[src/rtl/rxDecPkg.sv]
package rxDecPkg;
  localparam int SYM_W = 5;
  localparam int NIB_W = 4;

  localparam logic [SYM_W-1:0] SYM_IDLE     = 5'b11111;
  localparam logic [SYM_W-1:0] SYM_J        = 5'b11000;
  localparam logic [SYM_W-1:0] SYM_K        = 5'b10001;
  localparam logic [SYM_W-1:0] SYM_T        = 5'b01101;
  localparam logic [SYM_W-1:0] SYM_R        = 5'b00111;
  localparam logic [SYM_W-1:0] SYM_FCAR_RAW = 5'b11110;
  localparam logic [NIB_W-1:0] NIB_PRE      = 4'b0101;
  localparam logic [NIB_W-1:0] NIB_FCAR     = 4'b1110;

  typedef enum logic [2:0] {
    ST_IDLE, ST_SSDK, ST_FRAME, ST_END, ST_FCAR
  } rxStateE;

  typedef enum logic [2:0] {
    EM_QUIET, EM_PRE, EM_DATA, EM_CODEERR, EM_PREMEND, EM_FCAR, EM_RAW
  } emitE;

  typedef struct packed {
    emitE emit;
    logic carrier;
  } ctlStrobeT;

  typedef struct packed {
    logic isIdle;
    logic isJ;
    logic isK;
    logic isT;
    logic isR;
    logic isData;
  } symClassT;

  // Returns {valid, nibble}; valid is 0 for any non-data code group.
  function automatic logic [NIB_W:0] decodeGroup(input logic [SYM_W-1:0] g);
    logic [NIB_W:0] r;
    case (g)
      5'b11110: r = {1'b1, 4'h0};
      5'b01001: r = {1'b1, 4'h1};
      5'b10100: r = {1'b1, 4'h2};
      5'b10101: r = {1'b1, 4'h3};
      5'b01010: r = {1'b1, 4'h4};
      5'b01011: r = {1'b1, 4'h5};
      5'b01110: r = {1'b1, 4'h6};
      5'b01111: r = {1'b1, 4'h7};
      5'b10010: r = {1'b1, 4'h8};
      5'b10011: r = {1'b1, 4'h9};
      5'b10110: r = {1'b1, 4'hA};
      5'b10111: r = {1'b1, 4'hB};
      5'b11010: r = {1'b1, 4'hC};
      5'b11011: r = {1'b1, 4'hD};
      5'b11100: r = {1'b1, 4'hE};
      5'b11101: r = {1'b1, 4'hF};
      default:  r = '0;
    endcase
    return r;
  endfunction
endpackage

[src/rtl/rxSymDp.sv]
module rxSymDp
  import rxDecPkg::*;
(
  input  logic             clk,
  input  logic             rstN,
  input  logic [SYM_W-1:0] symIn,
  input  logic             bypassDecode,
  input  logic             badSsdEn,
  input  ctlStrobeT        strobe,
  output symClassT         heldCls,
  output symClassT         curCls,
  output logic [SYM_W-1:0] rxData,
  output logic             rxDv,
  output logic             rxEr,
  output logic             crs
);
  localparam int TAPS = 2;

  logic [SYM_W-1:0] heldSym;
  logic [SYM_W-1:0] tap [TAPS];
  symClassT         cls [TAPS];
  logic [NIB_W:0]   heldDec;
  logic [SYM_W-1:0] dataN;
  logic             dvN;
  logic             erN;

  // Lookahead register: the symbol being emitted waits one clock.
  always_ff @(posedge clk) begin
    if (!rstN) heldSym <= SYM_IDLE;
    else       heldSym <= symIn;
  end

  assign tap[0] = heldSym;
  assign tap[1] = symIn;

  for (genvar i = 0; i < TAPS; i++) begin : g_cls
    logic [NIB_W:0] dec;
    assign dec    = decodeGroup(tap[i]);
    assign cls[i] = '{isIdle: (tap[i] == SYM_IDLE),
                      isJ:    (tap[i] == SYM_J),
                      isK:    (tap[i] == SYM_K),
                      isT:    (tap[i] == SYM_T),
                      isR:    (tap[i] == SYM_R),
                      isData: dec[NIB_W]};
  end

  assign heldCls = cls[0];
  assign curCls  = cls[1];
  assign heldDec = decodeGroup(heldSym);

  always_comb begin
    dvN   = 1'b0;
    erN   = 1'b0;
    dataN = '0;
    unique case (strobe.emit)
      EM_QUIET: dataN = bypassDecode ? heldSym : '0;
      EM_PRE: begin
        dvN   = 1'b1;
        dataN = bypassDecode ? heldSym : {1'b0, NIB_PRE};
      end
      EM_DATA: begin
        dvN   = 1'b1;
        dataN = bypassDecode ? heldSym : {1'b0, heldDec[NIB_W-1:0]};
      end
      EM_CODEERR, EM_PREMEND: begin
        dvN   = 1'b1;
        erN   = !bypassDecode;
        dataN = bypassDecode ? heldSym : '0;
      end
      EM_FCAR: begin
        if (!badSsdEn) begin
          dataN = bypassDecode ? heldSym : '0;
        end else if (bypassDecode) begin
          dataN = SYM_FCAR_RAW;
        end else begin
          erN   = 1'b1;
          dataN = {1'b0, NIB_FCAR};
        end
      end
      EM_RAW:  dataN = heldSym;
      default: dataN = '0;
    endcase
  end

  always_ff @(posedge clk) begin
    if (!rstN) begin
      rxData <= '0;
      rxDv   <= 1'b0;
      rxEr   <= 1'b0;
      crs    <= 1'b0;
    end else begin
      rxData <= dataN;
      rxDv   <= dvN;
      rxEr   <= erN;
      crs    <= strobe.carrier;
    end
  end
endmodule

[src/rtl/rxSymCtl.sv]
module rxSymCtl
  import rxDecPkg::*;
#(
  parameter int IDLE_RUN = 2
) (
  input  logic      clk,
  input  logic      rstN,
  input  logic      bypassAlign,
  input  symClassT  heldCls,
  input  symClassT  curCls,
  output ctlStrobeT strobe
);
  localparam int CNT_W = (IDLE_RUN < 2) ? 1 : $clog2(IDLE_RUN);
  localparam logic [CNT_W-1:0] EXIT_AT = CNT_W'(IDLE_RUN - 2);

  rxStateE          state;
  rxStateE          stNext;
  logic [CNT_W-1:0] idleCnt;
  logic             fcarExit;
  emitE             emitN;
  logic             carrierN;

  // The held idle plus the lookahead idle complete the run.
  assign fcarExit = heldCls.isIdle && curCls.isIdle && (idleCnt == EXIT_AT);

  always_comb begin
    stNext   = state;
    emitN    = EM_QUIET;
    carrierN = 1'b1;
    if (bypassAlign) begin
      stNext   = ST_IDLE;
      emitN    = EM_RAW;
      carrierN = 1'b0;
    end else begin
      unique case (state)
        ST_IDLE: begin
          if (heldCls.isIdle) begin
            carrierN = 1'b0;
          end else if (heldCls.isJ && curCls.isK) begin
            emitN  = EM_PRE;
            stNext = ST_SSDK;
          end else begin
            emitN  = EM_FCAR;
            stNext = ST_FCAR;
          end
        end
        ST_SSDK: begin
          emitN  = EM_PRE;
          stNext = ST_FRAME;
        end
        ST_FRAME: begin
          if (heldCls.isT && curCls.isR) begin
            stNext = ST_END;
          end else if (heldCls.isIdle) begin
            emitN  = EM_PREMEND;
            stNext = ST_IDLE;
          end else if (heldCls.isData) begin
            emitN = EM_DATA;
          end else begin
            emitN = EM_CODEERR;
          end
        end
        ST_END: stNext = ST_IDLE;
        ST_FCAR: begin
          if (fcarExit) begin
            carrierN = 1'b0;
            stNext   = ST_IDLE;
          end else begin
            emitN = EM_FCAR;
          end
        end
        default: stNext = ST_IDLE;
      endcase
    end
  end

  assign strobe = '{emit: emitN, carrier: carrierN};

  always_ff @(posedge clk) begin
    if (!rstN) begin
      state   <= ST_IDLE;
      idleCnt <= '0;
    end else begin
      state <= stNext;
      if (state == ST_FCAR && heldCls.isIdle && !bypassAlign) begin
        if (idleCnt != EXIT_AT) idleCnt <= idleCnt + 1'b1;
      end else begin
        idleCnt <= '0;
      end
    end
  end
endmodule

[src/rtl/rx100Decoder.sv]
module rx100Decoder
  import rxDecPkg::*;
#(
  parameter int IDLE_RUN = 2
) (
  input  logic             clk,
  input  logic             rstN,
  input  logic [SYM_W-1:0] symIn,
  input  logic             badSsdEn,
  input  logic             bypassDecode,
  input  logic             bypassAlign,
  output logic [SYM_W-1:0] rxData,
  output logic             rxDv,
  output logic             rxEr,
  output logic             crs
);
  symClassT  heldCls;
  symClassT  curCls;
  ctlStrobeT strobe;

  rxSymCtl #(.IDLE_RUN(IDLE_RUN)) u_ctl (
    .clk         (clk),
    .rstN        (rstN),
    .bypassAlign (bypassAlign),
    .heldCls     (heldCls),
    .curCls      (curCls),
    .strobe      (strobe)
  );

  rxSymDp u_dp (
    .clk          (clk),
    .rstN         (rstN),
    .symIn        (symIn),
    .bypassDecode (bypassDecode),
    .badSsdEn     (badSsdEn),
    .strobe       (strobe),
    .heldCls      (heldCls),
    .curCls       (curCls),
    .rxData       (rxData),
    .rxDv         (rxDv),
    .rxEr         (rxEr),
    .crs          (crs)
  );
endmodule

[config.mk]
export PLATFORM = sky130hd
export DESIGN_NAME = rx100Decoder
export DESIGN_NICKNAME = d
export VERILOG_FILES = /design/src/rtl/rxDecPkg.sv /design/src/rtl/rxSymDp.sv /design/src/rtl/rxSymCtl.sv /design/src/rtl/rx100Decoder.sv
export SDC_FILE = /design/constraint.sdc
export NUM_CORES = 1
export LEC_CHECK = 0
export ABC_CLOCK_PERIOD_IN_PS = 1800
export CORE_AREA = 2 2 49 51
export DETAILED_ROUTE_END_ITERATION = 12
export DIE_AREA = 0 0 51 53
export DONT_BUFFER_PORTS = 1
export PLACE_DENSITY_LB_ADDON = 0.1
export SLEW_MARGIN = 5
export SYNTH_ARGS = -nofsm -noshare
export SYNTH_HDL_FRONTEND = slang
export SYNTH_SLANG_ARGS = --single-unit
[constraint.sdc]
create_clock -name clk -period 1.8 [get_ports clk]
set_clock_uncertainty 0.15 [all_clocks]
set_input_delay 0.18 -clock clk [delete_from_list [all_inputs] [get_ports clk]]
set_output_delay 0.18 -clock clk [all_outputs]
set_load 0.02 [all_outputs]
==> impl_metrics.json <==
{
  "internal_power_mw": 0.849,
  "drc_errors": 0,
  "dieArea_sq_um": 2700,
  "status": "complete, but fails checks",
  "synth-warning-count": 0,
  "cts_tree": "built",
  "synthArstFlopShare_pct": 0,
  "endpoint_kind": "flop",
  "clock_power_share_pct": 33.6,
  "violations": "setup timing",
  "drt-total-wl_um": 3280,
  "final_cell_mix": "dfxtp_1, buf_4, dlygate4sd3_1",
  "path_cells": "nand2_2 > or2_4 > o31a_1 > nand2b_1 > buf_4 > nor2_4 > o22ai_2 > a31oi_4",
  "setup_slack_ns": -0.0755,
  "post-dp-hpwl_um": 1930,
  "critPathRequiredTime_ns": 1.86,
  "synth_edf_count": 0,
  "critPathMaxStageDelay_ns": 0.39,
  "syn_nets": 156,
  "crit_type": "reg2reg",
  "synth_top_flop_cell": "dfxtp_1",
  "cts.sinks": 22,
  "p_seq_share_pct": 48.0,
  "crit_fanout": 4,
  "final_max_slew_viol_count": 0,
  "clk_pin_slew_ns": 0.14,
  "insertion_delay_ns": 0.31,
  "vdd_drop_max_v": 0.000577,
  "slowest_stage": "dfxtp_4",
  "finalPower_mw": 1.15,
  "p_leak_nw": 0.626,
  "fmax_mhz": 533,
  "fillers": 176,
  "seq_area_frac_synth_pct": 39.4,
  "ctsRootBufferMaster": "clkbuf_4",
  "drive_gt1_share_pct": 25.3,
  "mostFrequentLayoutCell": "dfxtp_1",
  "ys_ff_latch": 22,
  "syn_to_final_growth_pct": 42.3,
  "worst_ep_arrival_time_ns": 1.94,
  "grt_pass1_wl_um": 5280,
  "fin_crit_ns": 1.88,
  "pre_cts_ws_ns": -0.128,
  "grtUsageTotal_pct": 26.4,
  "start_util_pct": 52.0,
  "hold_path.class": "in2reg",
  "crit_path_start_kind": "flop",
  "rsz0062_at_grt": "true",
  "postPlaceCellArea_sq_um": 1220,
  "critPathTopFamily": "compound AO/OA/AOI/OAI gates",
  "antenna_left": 0,
  "fin_area_sq_um": 1590,
  "io_buffers": 0,
  "crit_buf_inv": 1,
  "antenna_found_initial": 0,
  "drt_iter0_drc": 52,
  "p_switching_mw": 0.301,
  "die_h_um": 53,
  "netlist_instances": 143,
  "gp_congestion": 0.800,
  "clockBufferDepth": 2,
  "pwr-share-comb_pct": 18.4,
  "maxCapViolations": 0,
  "dr.pass1.iters": 4,
  "setup_viol_count_final": 5,
  "die_w_um": 51,
  "syn_area_sq_um": 1120,
  "core_area_sq_um": 2150,
  "h-tree-depth": 1,
  "wire_per_inst_um": 16.5,
  "pin_count": 18,
  "first_global_vias": 1166,
  "syn_avg_cell_area_sq_um": 7.81,
  "diodes": 0,
  "grt_max_degree": 14,
  "hold_viol": 0,
  "viasPerCell": 5.94,
  "cellPowerDensity_nw_per_um2": 723,
  "cts_made_buffers": 3,
  "switching_share_pct": 26.1,
  "fin_nets": 184,
  "routed-via-count": 1176,
  "fin_crit_sh_pct": 104,
  "ys_types": 35,
  "grt_overflow": 0,
  "rows": 17
}
==> power groups by stage <==
stage | combinational (mW) | sequential (mW) | clock (mW)
6_report | 0.212 | 0.552 | 0.386
2_1_floorplan | 0.100 | 0.558 | 0
5_1_grt | 0.231 | 0.556 | 0.412
3_3_place_gp | 0.133 | 0.560 | 0
4_1_cts | 0.189 | 0.553 | 0.384
3_5_place_dp | 0.135 | 0.561 | 0
==> tightest hold or removal path: cells and delay by family <==
kind / cells / cell delay [ns]
simple gates: 1 / 0.09
compound gates: 2 / 0.17
==> synthesized netlist by cell type, types with 3 or more instances <==
master / count / area (sq um)
dfxtp_1: 22 / 440
nand2_1: 13 / 48.8
inv_1: 12 / 45.0
nor2_1: 11 / 41.3
o21ai_0: 11 / 55.1
a21oi_1: 10 / 50.1
a22oi_1: 6 / 45.0
nand2b_1: 6 / 37.5
and3_1: 5 / 31.3
clkbuf_1: 4 / 15.0
nor3_1: 4 / 20.0
a31oi_1: 3 / 18.8
ha_1: 3 / 37.5
nand4_1: 3 / 18.8
o211ai_1: 3 / 22.5
o22ai_1: 3 / 18.8
==> worst paths after layout <==
kind | from | to | slack, ns | depth (start not counted)
min reg2reg | u_dp.g_cls[0].dec[0] | u_dp.rxData[0] | 0.34 | 2
max | u_dp.heldSym[0] | u_dp.rxData[2] | -0.08 | 8
max reg2reg | u_dp.heldSym[0] | u_dp.rxData[2] | -0.08 | 8
min | symIn[4] | u_dp.crs | 0.01 | 3
==> cells by family (layout without fill, tap and decap cells) <==
logic type	count (synthesis)	after routing	synth area share, %
other	1	1	0.336
AO/OA/AOI/OAI	44	44	24.6
AND/OR/NAND/NOR	55	55	26.0
adder cells (fa/ha/maj)	3	3	3.36
flip-flops	22	22	39.4
buffers and inverters	18	45	6.27
==> sequential cells by signal, indices dropped and copies added, names as in the netlist <==
name,flops
u_dp.g_cls.dec,5
u_dp.heldSym,5
u_dp.rxData,5
u_ctl.state,3
u_ctl.idleCnt,1
u_dp.crs,1
u_dp.rxDv,1
u_dp.rxEr,1
==> final cells by class <==
type | instances | area, sq um | area share (%)
timing repair buffer | 29 | 263 | 16.5
clock buffer | 3 | 22.5 | 1.42
multi-input combinational | 103 | 741 | 46.6
sequential | 22 | 454 | 28.6
clock inverter | 1 | 30.0 | 1.89
inverter | 12 | 45.0 | 2.83
tap | 28 | 35.0 | 2.20
==> per-layer routing <==
layer	GRT usage (%)	vias up	wire (um)
met5	0	-	0
met4	8.56	0	16
met3	4.52	2	188
met2	47.8	41	1750
met1	31.3	566	1320
li1	-	567	-
==> repair_timing <==
action,4_1_cts,5_1_grt
pin swaps,15,9
hold endpoints to repair,18,0
hold buffers,13,0
setup buffers,3,1
resized for setup,23,10
cloned,0,0
setup endpoints to repair,7,7
==> metrics by stage <==
step           setup TNS, ns  hold WS, ns  cells  util, %
4_1_cts              -0.0385      0.00698    197     71.3
2_1_floorplan              0        0.108    143        -
5_1_grt               -0.907       0.0181    198     74.0
6_report              -0.233       0.0147    198     74.0
3_3_place_gp          -0.308        0.103    177     56.7
3_5_place_dp          -0.475        0.104    177     56.7
No activity file was read; power rests on OpenSTA's default activity.
